## src/rtl/quad_pwm_pkg.sv

```systemverilog
package quad_pwm_pkg;
  localparam int TbW = 16;
  localparam int StageW = 3;

  typedef struct packed {
    logic           en;
    logic [1:0]     presc;
    logic           altMode;
    logic [TbW-1:0] period;
    logic [TbW-1:0] high;
  } chanCfgT;
endpackage

```

## src/rtl/quad_pwm_regs.sv

```systemverilog
module quad_pwm_regs
  import quad_pwm_pkg::*;
#(
  parameter int NumCh = 4,
  parameter int AddrW = 9
) (
  input  logic                   clk,
  input  logic                   rstN,
  input  logic                   wrEn,
  input  logic [AddrW-1:0]       addr,
  input  logic [31:0]            wdata,
  output logic [31:0]            rdata,
  output chanCfgT [NumCh-1:0]    chCfg
);
  localparam logic [AddrW-1:0] CtrlOff  = AddrW'(0);
  localparam logic [AddrW-1:0] CfgBase  = AddrW'(4);
  localparam logic [AddrW-1:0] ModeOff  = AddrW'(9'h140);
  localparam int               PrescLsb = 4;
  localparam int               ModeStep = 4;

  logic [NumCh-1:0]            enReg;
  logic [NumCh-1:0][1:0]       prescReg;
  logic [NumCh-1:0]            modeReg;
  logic [NumCh-1:0][2*TbW-1:0] wordReg;
  logic [NumCh-1:0]            chHit;
  logic                        ctrlHit;
  logic                        modeHit;

  assign ctrlHit = (addr == CtrlOff);
  assign modeHit = (addr == ModeOff);

  for (genvar i = 0; i < NumCh; i++) begin : g_dec
    assign chHit[i] = (addr == CfgBase + AddrW'(4 * i));
    assign chCfg[i].en      = enReg[i];
    assign chCfg[i].presc   = prescReg[i];
    assign chCfg[i].altMode = modeReg[i];
    assign chCfg[i].period  = wordReg[i][TbW-1:0];
    assign chCfg[i].high    = wordReg[i][2*TbW-1:TbW];
  end

  always_ff @(posedge clk) begin
    if (!rstN) begin
      enReg    <= '0;
      prescReg <= '0;
      modeReg  <= '0;
      wordReg  <= '0;
    end else if (wrEn) begin
      for (int i = 0; i < NumCh; i++) begin
        if (ctrlHit) begin
          enReg[i]    <= wdata[i];
          prescReg[i] <= wdata[PrescLsb + 2*i +: 2];
        end
        if (modeHit) modeReg[i] <= wdata[ModeStep*i];
        if (chHit[i]) wordReg[i] <= wdata[2*TbW-1:0];
      end
    end
  end

  always_comb begin
    rdata = '0;
    for (int i = 0; i < NumCh; i++) begin
      if (ctrlHit) begin
        rdata[i]                     = enReg[i];
        rdata[PrescLsb + 2*i +: 2]   = prescReg[i];
      end
      if (modeHit) rdata[ModeStep*i] = modeReg[i];
      if (chHit[i]) rdata[2*TbW-1:0] = wordReg[i];
    end
  end
endmodule

```

## src/rtl/quad_pwm_core.sv

```systemverilog
module quad_pwm_core
  import quad_pwm_pkg::*;
#(
  parameter int NumCh = 4
) (
  input  logic                clk,
  input  logic                rstN,
  input  chanCfgT [NumCh-1:0] chCfg,
  output logic [NumCh-1:0]    pwmOut
);
  localparam int DivW = 3 * StageW;

  for (genvar g = 0; g < NumCh; g++) begin : g_ch
    logic [DivW-1:0] divCnt;
    logic [TbW-1:0]  cnt;
    logic [TbW-1:0]  actTb;
    logic [TbW-1:0]  actHigh;
    logic            tick;
    logic            wrapNow;

    always_comb begin
      case (chCfg[g].presc)
        2'd0:    tick = 1'b1;
        2'd1:    tick = &divCnt[StageW-1:0];
        2'd2:    tick = &divCnt[2*StageW-1:0];
        default: tick = &divCnt;
      endcase
    end

    assign wrapNow = tick && (cnt == actTb - TbW'(1));

    always_ff @(posedge clk) begin
      if (!rstN) begin
        divCnt  <= '0;
        cnt     <= '0;
        actTb   <= '0;
        actHigh <= '0;
      end else if (!chCfg[g].en) begin
        divCnt  <= '0;
        cnt     <= '0;
        actTb   <= chCfg[g].period;
        actHigh <= chCfg[g].high;
      end else begin
        divCnt <= divCnt + DivW'(1);
        if (wrapNow) begin
          cnt     <= '0;
          actTb   <= chCfg[g].period;
          actHigh <= chCfg[g].high;
        end else if (tick) begin
          cnt <= cnt + TbW'(1);
        end
      end
    end

    assign pwmOut[g] = chCfg[g].en && !chCfg[g].altMode && (cnt < actHigh);
  end
endmodule

```

## src/rtl/quad_pwm.sv

```systemverilog
module quad_pwm
  import quad_pwm_pkg::*;
#(
  parameter int NumCh = 4,
  parameter int AddrW = 9
) (
  input  logic             clk,
  input  logic             rstN,
  input  logic             wrEn,
  input  logic [AddrW-1:0] addr,
  input  logic [31:0]      wdata,
  output logic [31:0]      rdata,
  output logic [NumCh-1:0] pwmOut
);
  chanCfgT [NumCh-1:0] chCfg;

  quad_pwm_regs #(.NumCh(NumCh), .AddrW(AddrW)) u_regs (
    .clk(clk), .rstN(rstN), .wrEn(wrEn), .addr(addr),
    .wdata(wdata), .rdata(rdata), .chCfg(chCfg)
  );

  quad_pwm_core #(.NumCh(NumCh)) u_core (
    .clk(clk), .rstN(rstN), .chCfg(chCfg), .pwmOut(pwmOut)
  );
endmodule

```

## config.mk

```make
export PLATFORM = sky130hd
export DESIGN_NAME = quad_pwm
export DESIGN_NICKNAME = d
export VERILOG_FILES = /design/src/rtl/quad_pwm_pkg.sv /design/src/rtl/quad_pwm_regs.sv /design/src/rtl/quad_pwm_core.sv /design/src/rtl/quad_pwm.sv
export SDC_FILE = /design/constraint.sdc
export NUM_CORES = 1
export LEC_CHECK = 0
export BUFFER_PORTS_ARGS = -buffer_cell sky130_fd_sc_hd__buf_2
export CORE_AREA = 2 2 231 165
export CTS_BUF_LIST = sky130_fd_sc_hd__clkbuf_4
export CTS_CLUSTER_DIAMETER = 100
export DETAILED_ROUTE_END_ITERATION = 8
export DIE_AREA = 0 0 233 167
export PLACE_DENSITY_LB_ADDON = 0.08
export SLEW_MARGIN = 10
export SYNTH_ARGS = -nofsm -noshare
export SYNTH_HDL_FRONTEND = slang
export SYNTH_SLANG_ARGS = --single-unit
```

## constraint.sdc

```tcl
create_clock -name clk -period 7.8 [get_ports clk]
set_input_delay 1.56 -clock clk [delete_from_list [all_inputs] [get_ports clk]]
set_output_delay 1.56 -clock clk [all_outputs]
set_load 0.05 [all_outputs]
```

==> Word level (Yosys, flattened, before mapping) <==
Index checks and enable logic that the tools add are counted.
W data, S select, Z words.
{ "word_totals": {"regBits": 372, "output_inout_bits": 36} }
{ "classes": {"eq_ne": 21, "n_addsub": 12, "magnitude_cmp": 4, "n_reduce_logical": 47, "n_mux": 36, "bitwise_logic": 5} }
{ "ops": {"columns": ["cell", "count"], "rows": [
  ["$mux W16", 16],
  ["$mux W32", 4],
  ["$add A16 B1 Y16 const B", 4],
  ["$eq A16 B16 Y1", 4],
  ["$lt A16 B16 Y1", 4],
  ["$sub A16 B1 Y16 const B", 4],
  ["$add A9 B1 Y9 const B", 4],
  ["$reduce_and A9 Y1", 4],
  ["$reduce_and A6 Y1", 4],
  ["$reduce_and A2 Y1", 10],
  ["$eq A9 B4 Y1 const B", 2],
  ["$logic_and A1 B1 Y1", 12],
  ["$pmux W1 S3", 4],
  ["$reduce_and A3 Y1", 4],
  ["$reduce_or A3 Y1", 4],
  ["$eq A9 B3 Y1 const B", 1],
  ["$eq A9 B5 Y1 const B", 1],
  ["$eq A9 B9 Y1 const B", 1],
  ["$logic_not A9 Y1", 1],
  ["$eq A2 B1 Y1 const B", 4],
  ["$eq A2 B2 Y1 const B", 4],
  ["$logic_not A2 Y1", 4],
  ["$mux W1", 8],
  ["$mux W2", 4],
  ["other kinds (3)", 13]
]} }

==> Longest topological paths before layout <==
Gate-level depths: netlist (run 1).
{ "depth": {"ltp_word": 11, "ltp_mapped": 14, "mapped_depth_nobuf": 12} }

==> Cells and area by module <==
From an unflattened synthesis (run 1), not the netlist that was laid out.
{ "unflattened": {"cells_unflattened": 2440, "area_unflattened_um2": 20512.2} }
{ "modules_own_cells": {"columns": ["mod", "seq_area_each_um2", "instances", "area_per_inst_um2", "cells_each"], "rows": [
  ["quad_pwm_core", 4564.4, 1, 13942.1, 1686],
  ["quad_pwm_regs", 2882.8, 1, 6570.1, 754]
]} }

==> Worst setup path after synthesis (run 1) <==
OpenSTA, ideal clock, no wires.
{ "synth_path": {"path_kind": "input -> output", "startpoint": "in addr[1]", "endpoint": "out rdata[21]", "stages": 8, "t_arrival_ps": 4270, "slack_ps": 1970, "t_required_ps": 6240, "n_path_buf": 3, "cell_sequence": "or4_1 nor3_1 and4b_1 clkbuf_1 clkbuf_1 clkbuf_1 a222oi_1 a21oi_1"} }
{ "synth_between": {"elab_chain_len": 5} }
{ "synth_lines": {"columns": ["element", "line_no", "text"], "rows": [
  ["from (decl)", "quad_pwm.sv:10", "input logic [AddrW-1:0] addr,"],
  ["$eq A9 B3 Y1", "quad_pwm_regs.sv:33", "assign chHit[i] = (addr == CfgBase + AddrW'(4 * i));"],
  ["$mux W32 (3 in series)", "quad_pwm_regs.sv:67", "if (chHit[i]) rdata[2*TbW-1:0] = wordReg[i];"],
  ["$mux W32 *", "quad_pwm_regs.sv:67", null],
  ["to (decl)", "quad_pwm.sv:12", "output logic [31:0] rdata,"]
]} }
Every way passes the cells marked *; elsewhere a longest branch is shown, timed or not.

==> Final worst setup path (run 1) <==
{ "layout_path": {"startpoint": "in addr[1]", "endpoint": "out rdata[5]"} }
{ "layout_between": {"elab_chain_len": 6} }
{ "layout_lines": {"columns": ["element", "line_no", "text"], "rows": [
  ["$logic_not A9 Y1", "quad_pwm_regs.sv:29", "assign ctrlHit = (addr == CtrlOff);"],
  ["$mux W2", "quad_pwm_regs.sv:62", "if (ctrlHit) begin"],
  ["$mux W32 (3 in series)", "quad_pwm_regs.sv:67", null],
  ["$mux W32 *", "quad_pwm_regs.sv:67", null]
]} }
Marks and branches as above.

==> results of run 1 <==
[power by group]
group / total (mW) / internal [mW] / switching (mW)
Sequential: 1.90 / 1.90 / 0.00105
Combinational: 0.0876 / 0.0251 / 0.0626
Clock: 1.65 / 0.846 / 0.803
[worst min-delay path by stage]
stage                                                       start                                      end  slack, ns  cells after the start
final                      u_core.g_ch[1].actHigh[5]$_SDFFE_PN0P_   u_core.g_ch[1].actHigh[5]$_SDFFE_PN0P_       0.45                      2
after CTS                  u_core.g_ch[1].actHigh[5]$_SDFFE_PN0P_   u_core.g_ch[1].actHigh[5]$_SDFFE_PN0P_       0.45                      2
after global placement        u_core.g_ch[0].divCnt[0]$_SDFF_PN0_      u_core.g_ch[0].divCnt[0]$_SDFF_PN0_       0.44                      1
after global routing      u_core.g_ch[1].actHigh[12]$_SDFFE_PN0P_  u_core.g_ch[1].actHigh[12]$_SDFFE_PN0P_       0.47                      2
after floorplan               u_core.g_ch[1].divCnt[0]$_SDFF_PN0_      u_core.g_ch[1].divCnt[0]$_SDFF_PN0_       0.43                      1
after detailed placement   u_core.g_ch[1].actHigh[5]$_SDFFE_PN0P_   u_core.g_ch[1].actHigh[5]$_SDFFE_PN0P_       0.44                      2
[per-layer routing]
layer	share of wire [%]	track usage [%]	up-vias
met1	48	45.9	8456
met4	2.2	9.06	4
met3	8.9	7.88	101
met2	41	43.5	649
met5	0.038	0	-
li1	-	-	8443
[cells in the mapped netlist (17+ instances only)]
cell type	n	area share [%]
a21boi_0	119	4.6
nor2_1	147	2.8
clkbuf_1	129	2.5
xnor2_1	67	3.0
a21boi_1	26	1.0
mux2i_1	79	4.0
and3_1	34	1.1
ha_1	80	5.1
nand2b_1	17	0.54
a21o_1	19	0.73
xor2_1	83	3.7
o221ai_1	32	1.4
nand3b_1	40	1.5
a21oi_1	51	1.3
nor3_1	39	1.0
o21ai_0	20	0.51
nand2_1	554	11
inv_1	82	1.6
nand4_1	31	0.99
dfxtp_1	372	38
nand3_1	110	2.8
o21ai_1	34	0.87
a222oi_1	18	0.92
[critical path, delay by kind of cell]
family,cells,cell delay [ns]
buffers and inverters,2,0.42
AND/OR/NAND/NOR,3,2.02
AO/OA/AOI/OAI,3,0.60
[per-stage QoR]
step / setup slack [ns] / cell area (um^2) / total power, mW
finish: 1.63 / 21300 / 3.64
global route: 1.42 / 21300 / 3.77
CTS: 1.68 / 21300 / 3.66
detailed placement: 1.70 / 20100 / 2.03
global placement: 1.82 / 20100 / 2.03
floorplan: 1.97 / 19600 / 1.99
[flip-flops by register name, indices dropped and copies added (netlist names)]
register	count
u_regs.chCfg	136
u_core.g_ch.cnt	64
u_core.g_ch.divCnt	36
u_core.g_ch.actTb	64
u_core.g_ch.actHigh	64
u_regs.enReg	4
u_regs.modeReg	4
[cell families (layout without fill, tap and decap cells)]
logic type	count (synthesis)	in the layout	synth area share [%]
xor gates and xnor gates	150	150	6.71
adders and majority gates	80	80	5.12
buffers and inverters	234	332	4.78
other	0	5	0
DFF	372	372	38.1
muxes	88	88	4.79
and+or+nand+nor	1062	1062	25.0
AOI/OAI and AO/OA	412	412	15.6
[area by class of cell]
cell class | instances | area (um^2)
clock buffers | 141 | 1060
fillers | 3419 | 15400
diodes | 5 | 12.5
multi-input cells | 1792 | 11200
inverters | 82 | 308
clock inverters | 11 | 75.1
well taps | 488 | 611
flip-flops and latches | 372 | 7450
repair buffers | 98 | 561
==> out/metrics.cfg, run 1 <==
[drt]
route.detailed.drc = 0
routed_via_density = 5.91
antenna_left = 0
num_vias = 17653
dr.pass1.iters = 7
wl_um = 60300
drt_iter0_markers = 1807
wl_per_cell_um = 20.2

[synthesis]
synth_seq_cells = 372
synth_edf_count = 0
syn_avg_cell_area_um2 = 8.16
ys.flop_type = dfxtp_1
yosysWarnings = 0
synthArstFlopShare_pct = 0
syn_area_mm2 = 0.0196
yosysSeqAreaShare_pct = 38.1
synth_nets = 2522
synth_cells = 2398
ys_types = 82

[placed_design]
place.gp.congestion = 0.973
port_buffers = 79
place_inst = 2832
hpwl_um = 43400

[setup_path]
path_cells = buf_2, or4_1, nor3_1, and4b_1, a22o_1, a221oi_1, a21oi_1, buf_2
r2r_setup_slack_ns = 3.92
path_max_fanout = 24
crit_path_start_kind = input port
reg2regPathDepth = 11
cp.required_ns = 6.24
end_kind = primary output
crit-reg2reg-launch = u_core.g_ch[0].actTb[0]$_SDFFE_PN0P_
cp.arrival_ns = 4.61
slowest_stage = and4b_1
cp-startpoint = addr[1]
cpMostUsedCell = buf_2
critPathCapture = rdata[5]
critPathMaxStageDelay_ns = 0.95
worst_r2r_endpoint = u_core.g_ch[0].actHigh[14]$_SDFFE_PN0P_
path_class = input port to primary output

[sta]
finalSetupViolCount = 0
worstMarginPinSlew_ns = 1.06
rsz0062_at_grt = false
timing.hold.ws_ns = 0.446
drv_slew = 0
hold_viol = 0
relSlewSlack_pct = 29.2
final.period_utilization_pct = 79.1
fmax_mhz = 162
setup-tns-final_ns = 0
period_needed_ns = 6.17
fin_skew_ns = 0.0345

[flow_run]
maxCapViolCount = 0

[layout]
final_cell_mix = nand2_1, dfxtp_1, nor2_1
drive_gt1_share_pct = 11.0
post-route-util_pct = 58.0
area_growth_pct = 8.84
mostFrequentLayoutCell = nand2_1
instances_no_fill = 2989
nNetsFinal = 2564

[grt]
grt_pass1_vias = 16232
antenna_found_initial = 6
track_usage_pct = 30.9
grt_overflow_total = 0
grt_max_degree = 267
grt_first_pass_wirelength_um = 93800

[clock_tree]
cts_made_buffers = 94
cts_tree = done
cts_sinks = 372
path_clk_slew_ns = 0.06
ctsResizeCount = 0
clock_path_buffers = 3
cts_htree_levels = 3
clk_latency_ns = 0.80
ctsHoldBuffers = 0
cts_setup_buffers = 0
root_buffer = clkbuf_4

[pwr]
p_per_area_mw_per_mm2 = 171
p_leak_nw = 7.58
ir_drop_v = 0.000117

[outcome]
status = completed

[die]
boundaryPins = 80
start_util_pct = 53.3
rows = 59
die_w_um = 233
fp.coreArea_mm2 = 0.0367
die_area_mm2 = 0.0389
chipHeight_um = 167

[worst_hold_path]
min_path_type = flop to flop

(Power assumes the default switching activity.)
==> inputs of run 2 (changes only) <==
clock period = 6.1 ns   (was 7.8 ns; I/O delays follow)
==> run 2 against run 1 <==
Critical path depth grew 1. Register-to-register slack lost 1.8 ns. Global-route usage shrank 0.18 points. Sequential cell count is the same. Hold slack gained 0.0022 ns. Non-clock buffer count grew 4. Clock skew grew 0.0099 ns. Wire length shrank 0.42%. Via count shrank 0.61%. First-iteration DRC count grew 11%. Critical path type unchanged. Largest power group unchanged.
==> out/metrics.cfg, run 2 (same netlist as run 1, synthesis figures left out) <==
[outcome]
status = completed

[pwr]
p_per_area_mw_per_mm2 = 218
swShare_pct = 23.7
power_frac_comb_pct = 2.4
p_sw_mw = 1.10
ir_drop_v = 0.000138
p_clk_share_pct = 45.2
p_int_mw = 3.54
sequentialPowerShare_pct = 52.4
p_leak_nw = 7.58
total_power_mw = 4.64

[die]
die_area_mm2 = 0.0389
die_w_um = 233
chipHeight_um = 167
boundaryPins = 80
fp.coreArea_mm2 = 0.0367
start_util_pct = 53.3
rows = 59

[setup_path]
end_kind = primary output
cp.arrival_ns = 4.15
critPathBufInv = 2
path_cells = buf_2, or4_1, nor3_1, nand2b_1, nor3_1, a22o_1, a221oi_1, a21oi_1, buf_2
critPathMaxStageDelay_ns = 0.66
path_max_fanout = 6
slowest_stage = or4_1
cp.required_ns = 4.88
crit_path_start_kind = input port
path_class = input port to primary output
crit_family = simple AND/OR/NAND/NOR gates

[grt]
grt_pass1_vias = 16059
grt_overflow_total = 0
antenna_found_initial = 4
track_usage_pct = 30.7
grt_max_degree = 194
grt_first_pass_wirelength_um = 92700

[worst_hold_path]
min_path_type = flop to flop

[sta]
finalSetupViolCount = 0
worstMarginPinSlew_ns = 1.15
hold_viol = 0
period_needed_ns = 5.37
drv_slew = 0
setup-tns-final_ns = 0
relSlewSlack_pct = 23.1
fmax_mhz = 186
rsz0062_at_grt = false
final.period_utilization_pct = 88.0
fin_skew_ns = 0.0444

[layout]
multi_input_area_mm2 = 0.0112
final_cell_mix = nand2_1, dfxtp_1, nor2_1
n_fill_cell = 3424
nNetsFinal = 2567
layout.area.seq_mm2 = 0.00745
drive_gt1_share_pct = 10.6
largest_reg_flops = 136
mostFrequentLayoutCell = nand2_1
area_growth_pct = 8.84

[placed_design]
port_buffers = 79
hpwl_um = 43500
place.gp.congestion = 0.920

[drt]
drt_iter0_markers = 1997
num_vias = 17545
wl_per_cell_um = 20.1
antenna_left = 0
dr.pass1.iters = 6
wl_um = 60100
route.detailed.drc = 0
routed_via_density = 5.87

[clock_tree]
clk_latency_ns = 0.79
cts_tree = done
ctsResizeCount = 0
root_buffer = clkbuf_4
cts_setup_buffers = 0
ctsHoldBuffers = 0
cts_sinks = 372
cts_made_buffers = 93
cts_htree_levels = 3
path_clk_slew_ns = 0.06
clock_path_buffers = 3

[flow_run]
maxCapViolCount = 0

run 2: final cells by class:
cell class | instances | area share, %
clock buffer | 127 | 4.48
sequential | 372 | 35.0
tap | 488 | 2.87
inverter | 82 | 1.45
multi-input combinational | 1792 | 52.7
clock inverter | 22 | 0.764
antenna | 4 | 0.0470
timing repair buffer | 102 | 2.77
run 2: power groups by stage:
stage	combinational, mW	clock (mW)	sequential [mW]
6_report	0.113	2.10	2.43
5_1_grt	0.119	2.28	2.43
4_1_cts	0.111	2.14	2.43
3_5_place_dp	0.111	0	2.49
3_3_place_gp	0.110	0	2.49
2_1_floorplan	0.0602	0	2.48
run 2: worst paths after layout:
kind	startpoint	end	slack (ns)	depth (start not counted)
worst min-delay path	u_core.g_ch[1].actHigh[0]$_SDFFE_PN0P_	u_core.g_ch[1].actHigh[0]$_SDFFE_PN0P_	0.45	2
worst max-delay path	addr[1]	rdata[7]	0.73	9
worst min register to register	u_core.g_ch[1].actHigh[0]$_SDFFE_PN0P_	u_core.g_ch[1].actHigh[0]$_SDFFE_PN0P_	0.45	2
worst max register to register	u_core.g_ch[2].divCnt[0]$_SDFF_PN0_	u_core.g_ch[2].cnt[7]$_SDFFE_PP0P_	2.13	11
run 2: worst reg2reg max path, stage by stage (launching register included):
cell       delay (ns)
dfxtp_1          0.37
ha_1             0.18
and3_1           0.20
and3_1           0.23
and3_1           0.18
ha_1             0.14
mux2i_1          0.06
a2bb2oi_1        0.70
o2111ai_1        0.23
or4_1            0.47
o21bai_1         0.92
nor2_1           0.12
run 2: stage by stage:
step	area, um^2	setup WS [ns]	cells	util [%]	hold WS (ns)
after floorplan	19600	0.950	2398	-	0.426
after global placement	20200	1.00	2836	55.0	0.438
after detailed placement	20200	0.851	2836	55.0	0.444
after CTS	21300	0.830	2985	58.0	0.453
after global routing	21300	0.524	2987	58.0	0.472
final	21300	0.731	2989	58.0	0.449
run 2: metal layers:
layer	vias up	routed length (um)	global-route usage, %
li1	8462	-	-
met5	-	15	0
met2	688	25100	43.6
met4	2	1050	8.06
met1	8316	28200	45.9
met3	77	5760	7.36
